<file path="src/rtl/rx_pkt_fifo_pkg.sv">
package rx_pkt_fifo_pkg;
  // Strobes from the control to the storage datapath
  typedef struct packed {
    logic push;
    logic pop;
  } fifoStrobe_t;
endpackage

</file>
<file path="src/rtl/rx_pkt_fifo_ctrl.sv">
module rx_pkt_fifo_ctrl
  import rx_pkt_fifo_pkg::*;
#(
  parameter int DEPTH = 128,
  parameter int CNT_W = $clog2(DEPTH) + 1
) (
  input  logic             clk,
  input  logic             rstN,
  input  logic             wrEn,
  input  logic             wrLast,
  input  logic             rdEn,
  input  logic             flagSeen,
  input  logic [CNT_W-1:0] fullThresh,
  input  logic             headLastNext,
  output fifoStrobe_t      st,
  output logic [CNT_W-1:0] fillCount,
  output logic             rxEnabled,
  output logic             ovflEvt,
  output logic             eopWrEvt,
  output logic             eopReadEvt,
  output logic             fullEvt
);
  localparam logic [CNT_W-1:0] FULL_LEVEL = CNT_W'(DEPTH);

  logic isFull, isEmpty, accept, overflow, emptyRead, headArrive;
  logic [CNT_W-1:0] countNext;

  always_comb begin
    isFull    = (fillCount == FULL_LEVEL);
    isEmpty   = (fillCount == '0);
    accept    = wrEn && rxEnabled;
    overflow  = accept && isFull;
    emptyRead = rdEn && isEmpty;
    st.push   = accept && !isFull;
    st.pop    = rdEn && !isEmpty;
    countNext = fillCount + CNT_W'(st.push) - CNT_W'(st.pop);
    // The head entry changes when a read exposes a new entry or a write lands in an empty FIFO
    headArrive = (st.pop && (countNext != '0)) || (st.push && isEmpty);
  end

  always_ff @(posedge clk) begin
    if (!rstN) begin
      fillCount  <= '0;
      rxEnabled  <= 1'b1;
      ovflEvt    <= 1'b0;
      eopWrEvt   <= 1'b0;
      eopReadEvt <= 1'b0;
      fullEvt    <= 1'b0;
    end else begin
      fillCount  <= countNext;
      if (overflow) rxEnabled <= 1'b0;
      else if (!rxEnabled && flagSeen) rxEnabled <= 1'b1;
      ovflEvt    <= overflow;
      eopWrEvt   <= st.push && wrLast;
      eopReadEvt <= emptyRead || (headArrive && headLastNext);
      fullEvt    <= (fillCount <= fullThresh) && (countNext > fullThresh);
    end
  end
endmodule

</file>
<file path="src/rtl/rx_pkt_fifo_dp.sv">
module rx_pkt_fifo_dp
  import rx_pkt_fifo_pkg::*;
#(
  parameter int DATA_W = 8,
  parameter int DEPTH  = 128,
  parameter int PTR_W  = $clog2(DEPTH)
) (
  input  logic              clk,
  input  logic              rstN,
  input  fifoStrobe_t       st,
  input  logic [DATA_W-1:0] wrData,
  input  logic              wrLast,
  output logic [DATA_W-1:0] rdData,
  output logic              headLastNext
);
  logic [DATA_W-1:0] dataMem [DEPTH];
  logic [DEPTH-1:0]  tagMem;
  logic [PTR_W-1:0]  wPtr, rPtr, headIdx;

  always_comb begin
    headIdx = st.pop ? rPtr + PTR_W'(1) : rPtr;
    // Bypass: the new head may be the entry written in this same cycle
    headLastNext = (st.push && (headIdx == wPtr)) ? wrLast : tagMem[headIdx];
  end

  always_ff @(posedge clk) begin
    if (st.push) begin
      dataMem[wPtr] <= wrData;
      tagMem[wPtr]  <= wrLast;
    end
  end

  always_ff @(posedge clk) begin
    if (!rstN) begin
      wPtr   <= '0;
      rPtr   <= '0;
      rdData <= '0;
    end else begin
      if (st.push) wPtr <= wPtr + PTR_W'(1);
      if (st.pop) begin
        rPtr   <= rPtr + PTR_W'(1);
        rdData <= dataMem[rPtr];
      end
    end
  end
endmodule

</file>
<file path="src/rtl/rx_pkt_fifo.sv">
module rx_pkt_fifo
  import rx_pkt_fifo_pkg::*;
#(
  parameter int DATA_W = 8,
  parameter int DEPTH  = 128,
  localparam int PTR_W = $clog2(DEPTH),
  localparam int CNT_W = PTR_W + 1
) (
  input  logic              clk,
  input  logic              rstN,
  input  logic              wrEn,
  input  logic [DATA_W-1:0] wrData,
  input  logic              wrLast,
  input  logic              flagSeen,
  input  logic              rdEn,
  input  logic [CNT_W-1:0]  fullThresh,
  output logic [DATA_W-1:0] rdData,
  output logic              rxEnabled,
  output logic              ovflEvt,
  output logic              eopWrEvt,
  output logic              eopReadEvt,
  output logic              fullEvt
);
  fifoStrobe_t      st;
  logic [CNT_W-1:0] fillCount;
  logic             headLastNext;

  rx_pkt_fifo_ctrl #(.DEPTH(DEPTH), .CNT_W(CNT_W)) u_ctrl (
    .clk(clk), .rstN(rstN), .wrEn(wrEn), .wrLast(wrLast), .rdEn(rdEn),
    .flagSeen(flagSeen), .fullThresh(fullThresh), .headLastNext(headLastNext),
    .st(st), .fillCount(fillCount), .rxEnabled(rxEnabled), .ovflEvt(ovflEvt),
    .eopWrEvt(eopWrEvt), .eopReadEvt(eopReadEvt), .fullEvt(fullEvt)
  );

  rx_pkt_fifo_dp #(.DATA_W(DATA_W), .DEPTH(DEPTH), .PTR_W(PTR_W)) u_dp (
    .clk(clk), .rstN(rstN), .st(st), .wrData(wrData), .wrLast(wrLast),
    .rdData(rdData), .headLastNext(headLastNext)
  );
endmodule

</file>
<file path="config.mk">
export PLATFORM = sky130hd
export DESIGN_NAME = rx_pkt_fifo
export DESIGN_NICKNAME = d
export VERILOG_FILES = /design/src/rtl/rx_pkt_fifo_pkg.sv /design/src/rtl/rx_pkt_fifo_ctrl.sv /design/src/rtl/rx_pkt_fifo_dp.sv /design/src/rtl/rx_pkt_fifo.sv
export SDC_FILE = /design/constraint.sdc
export NUM_CORES = 1
export LEC_CHECK = 0
export BUFFER_PORTS_ARGS = -buffer_cell sky130_fd_sc_hd__buf_2
export CAP_MARGIN = 20
export CORE_ASPECT_RATIO = 1.4
export CORE_MARGIN = 2
export CORE_UTILIZATION = 57
export DETAILED_ROUTE_END_ITERATION = 12
export GPL_ROUTABILITY_DRIVEN = 1
export PLACE_DENSITY = 0.81
export RECOVER_POWER = 25
export SLEW_MARGIN = 20
export SYNTH_ARGS = -nofsm -noshare
export SYNTH_HDL_FRONTEND = slang
export SYNTH_SLANG_ARGS = --single-unit
</file>
<file path="constraint.sdc">
create_clock -name clk -period 4.4 [get_ports clk]
set_clock_uncertainty 0.05 [all_clocks]
set_input_delay 0.22 -clock clk [delete_from_list [all_inputs] [get_ports clk]]
set_output_delay 0.22 -clock clk [all_outputs]
set_load 0.01 [all_outputs]
</file>
# == Word-level counts from Yosys, hierarchy flattened ==
# Memories as Yosys holds them, arrays and structs flattened. A register that Yosys moved wholly into a read port is not among the register bits.
# Cells that the tools add are included.
# word_totals
mem_count,1
out_inout_bits,13
input_bits,22
ram_bits,1024
latch_bits,0
rom_bits,0
elab_cells,54
regBits,155
# memory_table
memory,words,width,read_ports,rd_clocked_by_memory_dff,write_ports,line_no,rtl
u_dp.dataMem,128,8,1,1,1,rx_pkt_fifo_dp.sv:16,logic [DATA_W-1:0] dataMem [DEPTH];
# op_classes
mux,11
shift,0
div_mod_pow,0
order_cmp,5
n_mul,0
n_bitwise,0
n_reduce_logical,22
n_eq_ne,2
add_sub_neg,4
# op_table
op,n
128-bit bitwise mux,1
"7-bit by 8-bit < comparator with 1-bit output, second input constant",2
"7-bit by 1-bit adder with 7-bit output, second input constant",2
1-bit logical AND,13
8-bit by 1-bit adder with 8-bit output,1
"8-bit equality test, second input constant",1
8-bit > comparator,1
8-bit less-or-equal comparator,1
8-bit logical NOT,1
8-bit nonzero test,1
8-bit by 1-bit subtractor with 8-bit output,1
1-bit binary-select mux with 7-bit select,1
1-bit demux with 7-bit select,1
7-bit equality test,1
"7-bit by 1-bit greater-or-equal comparator with 1-bit output, second input constant",1
1-bit 2-to-1 mux,7
7-bit 2-to-1 mux,1
1-bit logical NOT,4
1-bit logical OR,2
2-bit nonzero test,1

# == Longest topological paths before layout ==
# depth
ltp_word,10
mapped_depth,24
ltp_nobuf,20

# == Modules after synthesis ==
# A second synthesis with hierarchy kept.
# unflattened
cells_unflattened,2533
area_unflattened_um2,47277.8
# modules_own_cells
module,cells_per_inst,instances,area_each_um2,seq_area_each_um2
rx_pkt_fifo_dp,2396,1,46109.2,35033.6
rx_pkt_fifo_ctrl,137,1,1168.6,260.2

# == Worst setup path before layout ==
# Ideal clock, no wire load.
# synth_path
path_type,register to register
start,reg u_ctrl.fillCount[2]
end,reg u_ctrl.fullEvt
path_stages_with_launch,25
path_buffers,5
required_ps,4228
setup_time_ps,122
slack_ps,-14
arrival_ps,4243
period_less_slack_ps,4414
path_cell_list,dfxtp_1 > inv_1 > ha_1 > nor4bb_1 > buf_2 > a21oi_4 > buf_2 > buf_6 > buf_4 > clkbuf_1 > xnor2_1 > ha_1 > fa_1 > a21oi_1 > o21bai_1 > a21oi_1 > nor2_1 > nor2_1 > xnor2_1 > ha_1 > a21o_1 > a21oi_1 > o21ai_0 > o211ai_1 > a21oi_1
# synth_via
elab_chain_len,7
elab_cells_between_ends,11
classes_between,add/sub: 2; order compare: 2; eq/ne: 1; reduce/logical: 6
# synth_rtl
item,line_no,rtl
"start, declared",rx_pkt_fifo_ctrl.sv:16,"output logic [CNT_W-1:0] fillCount,"
"start signal, assigned",rx_pkt_fifo_ctrl.sv:50,fillCount <= countNext;
8-bit equality test,rx_pkt_fifo_ctrl.sv:29,isFull = (fillCount == FULL_LEVEL);
1-bit logical NOT,rx_pkt_fifo_ctrl.sv:34,st.push = accept && !isFull;
1-bit logical AND,rx_pkt_fifo_ctrl.sv:34,
8-bit by 1-bit adder with 8-bit output,rx_pkt_fifo_ctrl.sv:36,countNext = fillCount + CNT_W'(st.push) - CNT_W'(st.pop);
8-bit by 1-bit subtractor with 8-bit output (*),rx_pkt_fifo_ctrl.sv:36,
via u_ctrl.countNext[6],rx_pkt_fifo_ctrl.sv:26,logic [CNT_W-1:0] countNext;
8-bit > comparator (*),rx_pkt_fifo_ctrl.sv:56,fullEvt <= (fillCount <= fullThresh) && (countNext > fullThresh);
1-bit logical AND (*),rx_pkt_fifo_ctrl.sv:56,
"end signal, assigned",rx_pkt_fifo_ctrl.sv:56,
"end, declared",rx_pkt_fifo_ctrl.sv:21,output logic fullEvt
# Mark *: on every way through the listed nets, which the timed path passes. The rest lies on a longest branch.
# A chain may end at the register's enable or synchronous reset.

# == Worst setup path in the final report ==
# layout_path
start,reg u_ctrl.fillCount[4]
end,reg u_ctrl.eopReadEvt
# layout_via
elab_chain_len,10
elab_cells_between_ends,21
classes_between,add/sub: 2; eq/ne: 2; mux: 4; reduce/logical: 13
# layout_rtl
item,line_no,rtl
8-bit equality test,rx_pkt_fifo_ctrl.sv:29,
1-bit logical NOT,rx_pkt_fifo_ctrl.sv:34,
1-bit logical AND,rx_pkt_fifo_ctrl.sv:34,
8-bit by 1-bit adder with 8-bit output,rx_pkt_fifo_ctrl.sv:36,
8-bit by 1-bit subtractor with 8-bit output,rx_pkt_fifo_ctrl.sv:36,
8-bit nonzero test,rx_pkt_fifo_ctrl.sv:38,headArrive = (st.pop && (countNext != '0)) || (st.push && isEmpty);
1-bit logical AND,rx_pkt_fifo_ctrl.sv:38,
1-bit logical OR,rx_pkt_fifo_ctrl.sv:38,
1-bit logical AND,rx_pkt_fifo_ctrl.sv:55,eopReadEvt <= emptyRead || (headArrive && headLastNext);
1-bit logical OR (*),rx_pkt_fifo_ctrl.sv:55,
"end signal, assigned",rx_pkt_fifo_ctrl.sv:55,
"end, declared",rx_pkt_fifo_ctrl.sv:20,"output logic eopReadEvt,"
# Every way passes the cells marked *; elsewhere a longest branch is shown, timed or not. The select of a mux whose other input is x is not followed.

==> impl_metrics.tcl <==
set metrics [dict create \
    rsz0062_at_grt "false" \
    crit_path_end_kind "flop" \
    grt_pass1_wl_um 165000 \
    syn_nets 2281 \
    vdd_ir_drop_max_v 0.000424 \
    ant_nets 0 \
    regArea_um2 35300 \
    drive_gt1_share_pct 26.6 \
    ys_ff_latch 1187 \
    status "finished, violations left" \
    cts_buffers 98 \
    synth_warnings 0 \
    slew_viol_final 696 \
    worst_hold_slack_ns 0.0461 \
    clock_path_buffers 3 \
    violations "max-capacitance violations, max-slew violations" \
    multi_input_area_um2 11700 \
    tns_ns 0 \
    drc_errors 0 \
    hold_viol 0 \
    cts_tree "built" \
    nets 2384 \
    grt_pass1_vias 24200 \
    ioPinCount 35 \
    fillers 5143 \
    antennaDiodeCount 0 \
    layout.cells.non_filler 3492 \
    ys_seq_area_share_pct 74.1 \
    cts_root_buf "clkbuf_16" \
    ys_top_cells_by_area "edfxtp_1 (73%), mux4_2 (17%), mux2i_1 (1.6%), dfxtp_1 (1.5%), nor2_1 (1.1%)" \
    first_pass_iters 7 \
    fin_crit_ns 4.07 \
    rows 125 \
    synth_area_per_cell_um2 21.4 \
    place_hpwl_um 66300 \
    synth.most_common_cell "edfxtp_1" \
    viasPerCell 6.77 \
    tightest_slew_ns 4.34 \
    grt_max_degree 151 \
    die_y_um 346 \
    period_share_pct 92.4 \
    synth_edf_count 1152 \
    required_ns 4.97 \
    grt_overflow 0 \
    synthCells 2229 \
    path_class "flop to flop" \
    yosys-top-cells-count "edfxtp_1 (1,152), mux4_2 (356), nor2_1 (145)" \
    yosysTopAreaCell "edfxtp_1" \
    critPathMaxFanout 42 \
    clk-insertion-delay-late_ns 0.69 \
    routed-via-count 23600 \
    post-place-cells 3307 \
    syn_area_um2 47600 \
    max_freq_mhz 246 \
    final-setup-viol-count 0 \
    antenna_found_initial 2 \
    grt_usage_pct 26.6 \
    maxCapViolations 9 \
    wire_per_inst_um 32.2 \
    die_x_um 248 \
    die-area_um2 85900 \
    arrival_ns 4.64 \
    area_growth_pct 10.2 \
    initial_core_util_pct 57.5 \
    worst_slew_margin_rel_pct -189 \
    p_per_area_nw_per_um2 509 \
    clkTransAtPathRegs_ns 0.07 \
    synthFlopType "edfxtp_1" \
    postLayoutCoreUtil_pct 63.3 \
    gp_congestion 0.885 \
    worstSetupStartpointType "flop" \
    drtIter0Drc 3202 \
    ctsResizeCount 0 \
    hold_path_class "input pin to flop" \
    ys_types 61 \
    io_buffer_count 34 \
    h-tree-depth 3 \
    postSynth.asyncResetShare_pct 0 \
    netlist.area_leader.share_pct 72.6 \
    clock-sinks 1187 \
    wl_um 112000 \
    coreArea_um2 82900 \
    leakagePower_nw 16.1 \
]
[flip-flops by register name, summed over array words and instances, names as in the netlist]
name	count
u_ctrl.eopReadEvt	1
u_dp.rdData	8
u_dp.rPtr	7
u_ctrl.fullEvt	1
u_ctrl.rxEnabled	1
u_ctrl.eopWrEvt	1
u_dp.dataMem	1024
u_ctrl.ovflEvt	1
u_ctrl.fillCount	8
u_dp.tagMem	128
u_dp.wPtr	7
[path summary, 6_finish.rpt]
check	from	to	slack (ns)	depth (start not counted)
setup / recovery	u_ctrl.fillCount[4]$_SDFF_PN0_	u_ctrl.eopReadEvt$_SDFF_PN0_	0.33	12
hold / removal	rstN	u_dp.rdData[3]$_SDFFE_PN0P_	0.05	2
setup reg to reg	u_ctrl.fillCount[4]$_SDFF_PN0_	u_ctrl.eopReadEvt$_SDFF_PN0_	0.33	12
hold reg to reg	u_dp.rdData[1]$_SDFFE_PN0P_	u_dp.rdData[1]$_SDFFE_PN0P_	0.45	1
[report_power, final]
part,internal (mW),switching (mW),leakage [nW]
clock,4.72,4.01,1.54
sequential,12.5,0.146,10.6
combinational,2.47,2.85,3.89
total,19.7,7.01,16.1
[worst max-delay path, stage by stage (launching register included)]
cell      delay, ns
dfxtp_1        0.38
inv_1          0.09
ha_1           0.21
nor4bb_4       0.16
buf_4          0.19
a21oi_4        0.19
buf_4          0.61
mux2i_1        0.81
o221ai_1       0.28
o211ai_1       0.26
a211oi_1       0.12
o311ai_1       0.41
o211a_1        0.23
[per-layer routing]
layer  track usage [%]  vias up  part of all wire [%]  wire length (um)
met5                 0        -                 0.023                26
met4              13.3        4                   5.5              6180
met3              4.36      345                   8.6              9680
met2              44.6     1519                    52             57900
met1              33.8    12300                    34             38500
li1                  -     9506                     -                 -
[stage by stage]
step	setup WS, ns	power [mW]	cell area, um2
6_report	0.334	26.7	52500
5_1_grt	0.0930	27.5	52500
4_1_cts	0.454	26.7	52500
3_5_place_dp	0.513	18.1	49300
3_3_place_gp	0.583	18.0	49300
2_1_floorplan	0.0608	16.6	47600
[cells in the final DEF, fill, tap and decap left out, types with 9 or more instances in the layout]
cell / n
a211oi_1: 12
a21oi_1: 16
and2_1: 18
buf_2: 25
buf_4: 84
bufinv_16: 9
clkbuf_1: 29
clkbuf_16: 99
clkinv_1: 14
clkinv_2: 24
dfxtp_1: 31
edfxtp_1: 1152
ha_1: 28
inv_1: 21
mux2_2: 10
mux2i_1: 78
mux4_2: 356
nand2_1: 48
nand3_1: 18
nand4_1: 10
nor2_1: 142
nor2b_1: 24
o211a_1: 9
o21ai_0: 16
xnor2_1: 10
xor2_1: 11
[logic make-up (layout without fill, tap and decap cells)]
logic type                 count (synthesis)  in the layout  share of synthesized area [%]
buffers and inverters                    146            330                           1.46
AOI/OAI and AO/OA                        116            116                           1.78
xor gates and xnor gates                  24             24                          0.512
and+or+nand+nor                          282            282                           2.66
DFF                                     1187           1187                           74.1
muxes                                    444            444                           18.7
adders and majority gates                 30             30                          0.804
[final cells by class]
cell class                 count  share of cell area, %
inverter                      22                  0.157
clock inverter                61                   1.12
multi-input combinational    896                   22.2
clock buffer                 120                   4.89
tap                         1079                   2.57
timing repair buffer         127                   1.77
sequential                  1187                   67.2
[timing repair]
item | CTS | global route
endpoints found under the hold margin | 4 | 0
hold buffers | 4 | 0
setup buffers | 0 | 0
Note: power is estimated with default switching activity, not from simulation.
